### src/rtl/evt_pkg.sv
package evt_pkg;
  localparam logic [7:0] SEL_LOOKUP = 8'h34;
  localparam logic [7:0] SEL_SNOOP  = 8'h22;

  // Strobes from control to datapath; load has priority over both adds.
  typedef struct packed {
    logic load;
    logic addRaw;
    logic addOne;
  } cnt_strobe_t;
endpackage

### src/rtl/evt_lane_match.sv
module evt_lane_match (
  input  logic [7:0] evtSel,
  input  logic [7:0] unitMask,
  input  logic       valid,
  input  logic       isSnoop,
  input  logic [2:0] outcome,
  input  logic [1:0] origin,
  output logic       hit
);
  import evt_pkg::*;

  logic lkState, lkOrigin, snState, snOrigin;

  always_comb begin
    // Lookup: outcome picks a state bit in mask[3:0]
    lkState = (outcome < 3'd4) && unitMask[outcome[1:0]];
    // Lookup origin filter, mask[7] accepts anything
    if (unitMask[7:4] == 4'b0) begin
      lkOrigin = 1'b1;
    end else begin
      lkOrigin = unitMask[7] ||
                 (origin == 2'd0 && unitMask[4]) ||
                 (origin == 2'd1 && unitMask[5]) ||
                 (origin == 2'd2 && unitMask[6]);
    end
    // Snoop: outcome 0..4 picks mask[4:0]
    snState = (outcome < 3'd5) && unitMask[outcome];
    if (unitMask[7:5] == 3'b0) begin
      snOrigin = 1'b1;
    end else begin
      snOrigin = (origin == 2'd0 && unitMask[5]) ||
                 (origin == 2'd1 && unitMask[6]) ||
                 (origin == 2'd2 && unitMask[7]);
    end

    hit = 1'b0;
    if (valid) begin
      if (!isSnoop && evtSel == SEL_LOOKUP) hit = lkState && lkOrigin;
      if ( isSnoop && evtSel == SEL_SNOOP)  hit = snState && snOrigin;
    end
  end
endmodule

### src/rtl/evt_datapath.sv
module evt_datapath #(
  parameter int LANES = 4,
  parameter int CNT_W = 48,
  localparam int CW   = $clog2(LANES + 1)
) (
  input  logic                     clk,
  input  logic                     rstN,
  input  logic [7:0]               evtSel,
  input  logic [7:0]               unitMask,
  input  logic [LANES-1:0]         laneValid,
  input  logic [LANES-1:0]         laneIsSnoop,
  input  logic [3*LANES-1:0]       laneOutcome,
  input  logic [2*LANES-1:0]       laneOrigin,
  input  evt_pkg::cnt_strobe_t     strobe,
  input  logic [CNT_W-1:0]         wrData,
  output logic [CW-1:0]            matchCount,
  output logic [CNT_W-1:0]         cntValue
);
  logic [LANES-1:0] laneHit;
  logic [CNT_W-1:0] cntQ;

  for (genvar g = 0; g < LANES; g++) begin : g_lane
    evt_lane_match u_match (
      .evtSel  (evtSel),
      .unitMask(unitMask),
      .valid   (laneValid[g]),
      .isSnoop (laneIsSnoop[g]),
      .outcome (laneOutcome[3*g +: 3]),
      .origin  (laneOrigin[2*g +: 2]),
      .hit     (laneHit[g])
    );
  end

  always_comb begin
    matchCount = '0;
    for (int i = 0; i < LANES; i++) matchCount = matchCount + CW'(laneHit[i]);
  end

  always_ff @(posedge clk) begin
    if (!rstN)              cntQ <= '0;
    else if (strobe.load)   cntQ <= wrData;
    else if (strobe.addRaw) cntQ <= cntQ + CNT_W'(matchCount);
    else if (strobe.addOne) cntQ <= cntQ + CNT_W'(1);
  end

  assign cntValue = cntQ;
endmodule

### src/rtl/evt_control.sv
module evt_control #(
  parameter int LANES    = 4,
  parameter int THRESH_W = 3,
  localparam int CW      = $clog2(LANES + 1),
  localparam int CMP_W   = (CW > THRESH_W) ? CW : THRESH_W
) (
  input  logic                 clk,
  input  logic                 rstN,
  input  logic                 cfgWe,
  input  logic                 cfgEnable,
  input  logic [7:0]           cfgEventSel,
  input  logic [7:0]           cfgUnitMask,
  input  logic [THRESH_W-1:0]  cfgThresh,
  input  logic                 cfgInvert,
  input  logic                 cfgEdge,
  input  logic                 cntWe,
  input  logic [CW-1:0]        matchCount,
  output logic                 enQ,
  output logic [7:0]           selQ,
  output logic [7:0]           maskQ,
  output logic [THRESH_W-1:0]  thrQ,
  output logic                 invQ,
  output logic                 edgeQ,
  output logic                 prevCondQ,
  output evt_pkg::cnt_strobe_t strobe
);
  logic thrActive, cond, fire;

  always_ff @(posedge clk) begin
    if (!rstN) begin
      enQ <= 1'b0; selQ <= '0; maskQ <= '0; thrQ <= '0; invQ <= 1'b0; edgeQ <= 1'b0;
    end else if (cfgWe) begin
      enQ <= cfgEnable; selQ <= cfgEventSel; maskQ <= cfgUnitMask;
      thrQ <= cfgThresh; invQ <= cfgInvert; edgeQ <= cfgEdge;
    end
  end

  always_comb begin
    thrActive = (thrQ != '0);
    cond      = thrActive && ((CMP_W'(matchCount) >= CMP_W'(thrQ)) ^ invQ);
    fire      = edgeQ ? (cond && !prevCondQ) : cond;
    strobe.load   = cntWe;
    strobe.addRaw = enQ && !thrActive;
    strobe.addOne = enQ && fire;
  end

  always_ff @(posedge clk) begin
    if (!rstN) prevCondQ <= 1'b0;
    else       prevCondQ <= enQ && cond;
  end
endmodule

### src/rtl/slice_event_counter.sv
module slice_event_counter #(
  parameter int LANES    = 4,
  parameter int CNT_W    = 48,
  parameter int THRESH_W = 3
) (
  input  logic                 clk,
  input  logic                 rstN,
  input  logic                 cfgWe,
  input  logic                 cfgEnable,
  input  logic [7:0]           cfgEventSel,
  input  logic [7:0]           cfgUnitMask,
  input  logic [THRESH_W-1:0]  cfgThresh,
  input  logic                 cfgInvert,
  input  logic                 cfgEdge,
  input  logic                 cntWe,
  input  logic [CNT_W-1:0]     cntWrData,
  input  logic [LANES-1:0]     laneValid,
  input  logic [LANES-1:0]     laneIsSnoop,
  input  logic [3*LANES-1:0]   laneOutcome,
  input  logic [2*LANES-1:0]   laneOrigin,
  output logic [CNT_W-1:0]     cntValue
);
  localparam int CW = $clog2(LANES + 1);

  logic                 cfgEnQ, cfgInvQ, cfgEdgeQ, prevCondQ;
  logic [7:0]           cfgSelQ, cfgMaskQ;
  logic [THRESH_W-1:0]  cfgThrQ;
  logic [CW-1:0]        matchCount;
  evt_pkg::cnt_strobe_t strobe;

  evt_control #(.LANES(LANES), .THRESH_W(THRESH_W)) u_ctrl (
    .clk(clk), .rstN(rstN), .cfgWe(cfgWe), .cfgEnable(cfgEnable),
    .cfgEventSel(cfgEventSel), .cfgUnitMask(cfgUnitMask), .cfgThresh(cfgThresh),
    .cfgInvert(cfgInvert), .cfgEdge(cfgEdge), .cntWe(cntWe), .matchCount(matchCount),
    .enQ(cfgEnQ), .selQ(cfgSelQ), .maskQ(cfgMaskQ), .thrQ(cfgThrQ), .invQ(cfgInvQ),
    .edgeQ(cfgEdgeQ), .prevCondQ(prevCondQ), .strobe(strobe)
  );

  evt_datapath #(.LANES(LANES), .CNT_W(CNT_W)) u_dp (
    .clk(clk), .rstN(rstN), .evtSel(cfgSelQ), .unitMask(cfgMaskQ),
    .laneValid(laneValid), .laneIsSnoop(laneIsSnoop), .laneOutcome(laneOutcome),
    .laneOrigin(laneOrigin), .strobe(strobe), .wrData(cntWrData),
    .matchCount(matchCount), .cntValue(cntValue)
  );
endmodule

### config.mk
export PLATFORM = sky130hd
export DESIGN_NAME = slice_event_counter
export DESIGN_NICKNAME = d
export VERILOG_FILES = /design/src/rtl/evt_pkg.sv /design/src/rtl/evt_lane_match.sv /design/src/rtl/evt_datapath.sv /design/src/rtl/evt_control.sv /design/src/rtl/slice_event_counter.sv
export SDC_FILE = /design/constraint.sdc
export NUM_CORES = 1
export LEC_CHECK = 0
export CAP_MARGIN = 5
export CORE_ASPECT_RATIO = 1.75
export CORE_MARGIN = 1
export CORE_UTILIZATION = 43
export DETAILED_ROUTE_END_ITERATION = 12
export DONT_BUFFER_PORTS = 1
export GPL_TIMING_DRIVEN = 0
export SLEW_MARGIN = 20
export SYNTH_ARGS = -nofsm -noshare
export SYNTH_HDL_FRONTEND = slang
export SYNTH_SLANG_ARGS = --single-unit
### constraint.sdc
create_clock -name clk -period 7.5 [get_ports clk]
set_input_delay 0.75 -clock clk [delete_from_list [all_inputs] [get_ports clk]]
set_output_delay 0.75 -clock clk [all_outputs]
set_load 0.03 [all_outputs]
==> results.sh, run 1 <==
export IMPL_cp_arrival_ps=5860
export IMPL_fill_cells=1121
export IMPL_coreArea_um2=11100
export IMPL_first_pass_iters=5
export IMPL_synth_xor_area_frac=0.00178
export IMPL_utilization=0.483
export IMPL_grt_max_degree=16
export IMPL_die_h_um=143
export IMPL_crit_path_end_kind="flop"
export IMPL_relSlewSlack=0.241
export IMPL_io_buffer_count=0
export IMPL_ys_warn_count=0
export IMPL_worst_pin_slew_ps=1130
export IMPL_use_met3=0.0813
export IMPL_cts_hold_buf=0
export IMPL_synthMuxAreaShare=0.0846
export IMPL_syn_to_final_growth_pct=9.25
export IMPL_drive_above_1_share=0.0564
export IMPL_start_kind="flop"
export IMPL_cp_endpoint="u_dp.cntValue[10]"
export IMPL_design_final_nets=745
export IMPL_vias=5326
export IMPL_seqCellArea_um2=1420
export IMPL_cp_max_fo=10
export IMPL_grt_overflow=0
export IMPL_synth_flop_cell="dfxtp_1"
export IMPL_cts_buffer_depth=2
export IMPL_antenna_found_initial=2
export IMPL_synth_seq_cells=71
export IMPL_synthAdderAreaFrac=0.0285
export IMPL_crit_required_ps=7770
export IMPL_clkLatencyLatePin_ps=350
export IMPL_drt_iter0_drc=434
export IMPL_gp_congestion=0.993
export IMPL_setup_viol=0
export IMPL_numCtsBuffers=9
export IMPL_grt_total_usage=0.325
export IMPL_synth_simple_area_share=0.323
export IMPL_r2r_cells=18
export IMPL_tns_ps=0
export IMPL_crit_start="u_ctrl.selQ[3]"
export IMPL_dp_hpwl_um=14600
export IMPL_die_area_um2=11900
export IMPL_die_w_um=82.8
export IMPL_rr_endpoint="u_dp.cntValue[10]"
export IMPL_worstSetupPathType="reg -> reg"
export IMPL_cts_htree_levels=3
export IMPL_rsz0062_at_grt="no"
export IMPL_hold_viol_final=0
export IMPL_use_met2=0.592
export IMPL_clk_pin_slew_worst_paths_ps=70
export IMPL_hold_ws_ps=507
export IMPL_wire_per_inst_um=24.9
export IMPL_grt_pass1_wl_um=27900
export IMPL_async_flop_share=0
export IMPL_synthCells=622
export IMPL_postCtsSetupRepairBufs=0
export IMPL_synth_nets=734
export IMPL_fin_crit_ps=5600
export IMPL_skew_ps=7.28
export IMPL_io_pins=150
export IMPL_detail_route_vias_per_cell=6.91
export IMPL_synth_area_um2=4910
export IMPL_fmax_mhz=179
export IMPL_grt_pass1_vias=5259
export IMPL_syn_area_per_cell_um2=7.90
export IMPL_busiest_layer="met2"
export IMPL_reg2reg_slack_ps=1900
export IMPL_cts_resized=0
export IMPL_maxCapViolCount=0
export IMPL_multi_input_area_um2=3200
export IMPL_initial_core_util=0.442
export IMPL_synth_top_family_by_area="simple AND/OR/NAND/NOR gates"
export IMPL_num_rows=51
export IMPL_synth_compound_area_share=0.213
export IMPL_cts_tree="built"
export IMPL_synth_edf_count=0
export IMPL_root_buffer="clkbuf_16"
export IMPL_drt_wl_total_um=19200
export IMPL_status="finished clean"
export IMPL_reg2reg_from="u_ctrl.selQ[3]"
export IMPL_yosysSeqAreaShare=0.289
export IMPL_final_max_slew_viol_count=0
export IMPL_ant_nets=0
export IMPL_leakage_uw=0.00178
export IMPL_grtUsageMet1=0.313
export IMPL_powerDensity_nw_per_um2=198
export IMPL_synth_cell_types=54
export IMPL_drc_errors=0
export IMPL_cts_sinks=71
export IMPL_hold_path_class="reg -> reg"
export IMPL_finalCritPeriodShare=0.746
export IMPL_peakVddDrop_v=0.000150
[critical path, cell delays in order (launching register included)]
cell and delay [ps]:
dfxtp_1 310, or4b_1 550, nor4_1 900, nand3_1 160, o41ai_1 110, and3_1 210, ha_1 220, inv_1 70
fa_1 450, nand3_1 110, ha_1 190, inv_1 60, fa_1 370, nand2b_1 220, a21oi_1 380, clkbuf_1 460
nand4_1 200, or3_1 350, a211oi_1 190
[through the flow]
stage          instances  area, um2  total power [uW]  setup WS [ps]
6_report             771       5370              1060           1900
5_1_grt              771       5370              1090           1620
4_1_cts              770       5360              1060           1970
3_5_place_dp         754       5080               641           2020
2_1_floorplan        622       4910               583           2930
3_3_place_gp         754       5080               636           2170
[synthesized netlist by cell type, types with 13 or more instances]
| cell type | instances | area [um2] |
|---|---|---|
| a311oi_1 | 14 | 123 |
| nor2b_1 | 41 | 257 |
| nand4_1 | 25 | 156 |
| and3_1 | 13 | 81.3 |
| inv_1 | 19 | 71.3 |
| nor2_1 | 39 | 146 |
| mux2i_1 | 31 | 310 |
| nand2_1 | 47 | 176 |
| o21ai_0 | 39 | 195 |
| dfxtp_1 | 71 | 1420 |
| or4_1 | 13 | 97.6 |
| nand3_1 | 36 | 180 |
| nor4_1 | 23 | 144 |
| o31ai_1 | 13 | 97.6 |
| a31oi_1 | 15 | 93.8 |
| clkbuf_1 | 41 | 154 |
[power breakdown]
part / switching, uW / internal (uW) / total (uW)
combinational: 104 / 60.6 / 165
sequential: 69.8 / 402 / 472
clock: 195 / 231 / 425
total: 369 / 693 / 1060
[worst min-delay path by stage]
stage	startpoint	to	slack, ps	depth (start not counted)
2_1_floorplan	u_ctrl.selQ[5]	u_ctrl.selQ[5]	470	2
6_report	u_ctrl.selQ[7]	u_ctrl.selQ[7]	510	2
4_1_cts	u_ctrl.selQ[7]	u_ctrl.selQ[7]	520	2
3_3_place_gp	u_ctrl.selQ[7]	u_ctrl.selQ[7]	500	2
3_5_place_dp	u_ctrl.selQ[7]	u_ctrl.selQ[7]	500	2
5_1_grt	u_ctrl.selQ[7]	u_ctrl.selQ[7]	540	2
[state kept, by name (all words and copies together) (netlist names)]
signal            count
u_ctrl.selQ           8
u_ctrl.enQ            1
u_ctrl.edgeQ          1
u_ctrl.maskQ          8
u_ctrl.thrQ           3
u_dp.cntValue        48
u_ctrl.prevCondQ      1
u_ctrl.invQ           1
[layout make-up]
class / instances / share of cell area
multi-input combinational: 480 / 0.596
sequential: 71 / 0.265
clock buffer: 9 / 0.0420
buffer: 52 / 0.0410
tap: 132 / 0.0308
inverter: 19 / 0.0133
clock inverter: 7 / 0.0114
antenna: 1 / 0.000466
[cell families (layout without fill, tap and decap cells)]
logic type,Yosys count,after routing
buffers and inverters,71,87
xor gates and xnor gates,1,1
and+or+nand+nor,287,287
AOI/OAI and AO/OA,146,146
muxes,36,36
DFF,71,71
other,0,1
adders and majority gates,10,10
[metal layers]
metal / routed length, um / vias up
met1: 6540 / 2532
met5: 0 / -
met4: 1100 / 0
met2: 9900 / 311
met3: 1650 / 73
li1: - / 2410
[cells in the final DEF, fill, tap and decap left out, types with 13 or more instances in the layout]
master	count
dfxtp_1	71
nand2_1	47
nor2b_1	41
clkbuf_1	41
o21ai_0	39
nor2_1	39
nand3_1	36
mux2i_1	31
nand4_1	25
nor4_1	23
inv_1	19
a31oi_1	15
a311oi_1	14
o31ai_1	13
or4_1	13
and3_1	13
(Power assumes the default switching activity.)
==> run 2, diff against run 1 <==
==> constraint.sdc (replaced) <==
create_clock -name clk -period 5.6 [get_ports clk]
set_input_delay 0.56 -clock clk [delete_from_list [all_inputs] [get_ports clk]]
set_output_delay 0.56 -clock clk [all_outputs]
set_load 0.03 [all_outputs]
==> results.sh, run 2 (synthesis gave the netlist of run 1 again) <==
export IMPL_dp_cells=754
export IMPL_die_w_um=82.8
export IMPL_fmax_mhz=192
export IMPL_largest_reg_flops=48
export IMPL_fill_cells=1117
export IMPL_start_kind="flop"
export IMPL_p_seq_frac=0.444
export IMPL_grt_pass1_wl_um=27900
export IMPL_numCtsBuffers=9
export IMPL_relSlewSlack=0.225
export IMPL_stdcell_count=771
export IMPL_syn_to_final_growth_pct=9.73
export IMPL_grt_total_usage=0.325
export IMPL_cp_max_fo=10
export IMPL_final_max_slew_viol_count=0
export IMPL_grt_pass1_vias=5259
export IMPL_status="finished clean"
export IMPL_drive_above_1_share=0.0627
export IMPL_coreArea_um2=11100
export IMPL_worstSetupPathType="reg -> reg"
export IMPL_vias=5351
export IMPL_clk_pin_slew_worst_paths_ps=70
export IMPL_design_final_nets=745
export IMPL_cts_sinks=71
export IMPL_hold_ws_ps=362
export IMPL_powerDensity_nw_per_um2=264
export IMPL_hold_viol_final=0
export IMPL_root_buffer="clkbuf_16"
export IMPL_gp_congestion=0.993
export IMPL_skew_ps=7.82
export IMPL_p_int_uw=929
export IMPL_drt_iter0_drc=415
export IMPL_grt_max_degree=16
export IMPL_setup_viol=0
export IMPL_clockPowerShare=0.400
export IMPL_tns_ps=0
export IMPL_antenna_found_initial=2
export IMPL_worst_pin_slew_ps=1150
export IMPL_cts_tree="built"
export IMPL_grt_overflow=0
export IMPL_cts_buffer_depth=2
export IMPL_io_pins=150
export IMPL_rsz0062_at_grt="no"
export IMPL_die_h_um=143
export IMPL_clkLatencyLatePin_ps=350
export IMPL_finalCritPeriodShare=0.932
export IMPL_crit_path_end_kind="flop"
export IMPL_crit_required_ps=5840
export IMPL_maxCapViolCount=0
export IMPL_cts_htree_levels=3
export IMPL_cp_arrival_ps=5460
export IMPL_detail_route_vias_per_cell=6.94
export IMPL_fin_crit_ps=5220
export IMPL_dp_hpwl_um=14600
export IMPL_hold_path_class="in -> reg"
export IMPL_die_area_um2=11900
export IMPL_postCtsSetupRepairBufs=0
export IMPL_initial_core_util=0.442
export IMPL_p_sw_frac=0.347
export IMPL_io_buffer_count=0
export IMPL_placed_area_um2=5080
export IMPL_wire_per_inst_um=25.0
export IMPL_layout_commonest_cell="dfxtp_1"
export IMPL_power_switching_uw=494
export IMPL_first_pass_iters=5
export IMPL_drc_errors=0
export IMPL_num_rows=51
export IMPL_pwr_share_comb=0.155
export IMPL_leakage_uw=0.00178
export IMPL_stdcell_area_um2=5390
export IMPL_peakVddDrop_v=0.000201
export IMPL_ant_nets=0
export IMPL_layout_common_cells="dfxtp_1 (71), nand2_1 (47), nor2b_1 (41)"
export IMPL_p_total_uw=1420
export IMPL_drt_wl_total_um=19300
run 2: cell counts in the layout (fill, tap and decap cells not counted):
No cell type changed its count.
run 2: critical path, cell delays in order, from the launching register on:
cell	delay (ps)
dfxtp_1	310
or4b_1	570
or4_1	640
o41ai_1	360
and3_1	210
ha_1	130
inv_1	50
fa_1	380
inv_1	60
ha_1	240
ha_1	280
nand2_1	40
o21ai_1	310
mux2_4	260
clkbuf_1	450
buf_2	400
nor2_1	140
a311oi_1	280
run 2: final timing paths:
check                       from           endpoint  slack (ps)  cells after the start
setup reg to reg  u_ctrl.selQ[3]  u_dp.cntValue[12]         380                     17
hold / removal      cntWrData[1]   u_dp.cntValue[1]         360                      2
hold reg to reg   u_ctrl.selQ[7]     u_ctrl.selQ[7]         510                      2
setup / recovery  u_ctrl.selQ[3]  u_dp.cntValue[12]         380                     17
run 2: what timing repair did:
item | 4_1_cts | 5_1_grt
setup endpoints to repair | 0 | 27
hold buffers | 0 | 0
gates resized for setup | 0 | 6
run 2: layer usage:
metal	part of all wire	track usage	wire, um	up-vias
met4	0.057	0.204	1100	0
li1	-	-	-	2405
met1	0.33	0.313	6420	2547
met3	0.094	0.0813	1810	76
met5	0	0	0	-
met2	0.52	0.592	9940	323
run 2: area by class of cell:
type,instances,area [um2],share of cell area
tap,132,165,0.0306
inverter,19,71.3,0.0132
buffer,52,221,0.0411
multi-input combinational,480,3220,0.598
antenna,1,2.50,0.000464
clock buffer,9,225,0.0418
clock inverter,7,61.3,0.0114
sequential,71,1420,0.264
run 2: stage by stage:
stage	util	setup WS, ps
after floorplan	-	1030
after global placement	0.457	267
after detailed placement	0.457	121
after CTS	0.483	74.9
after global routing	0.485	140
final	0.485	379
run 2: power by group through the flow:
stage               clock (uW)  sequential [uW]  combinational [uW]
global placement             0              641                 211
detailed placement           0              642                 217
global route               591              636                 240
floorplan                    0              625                 155
finish                     569              632                 221
CTS                        574              631                 217
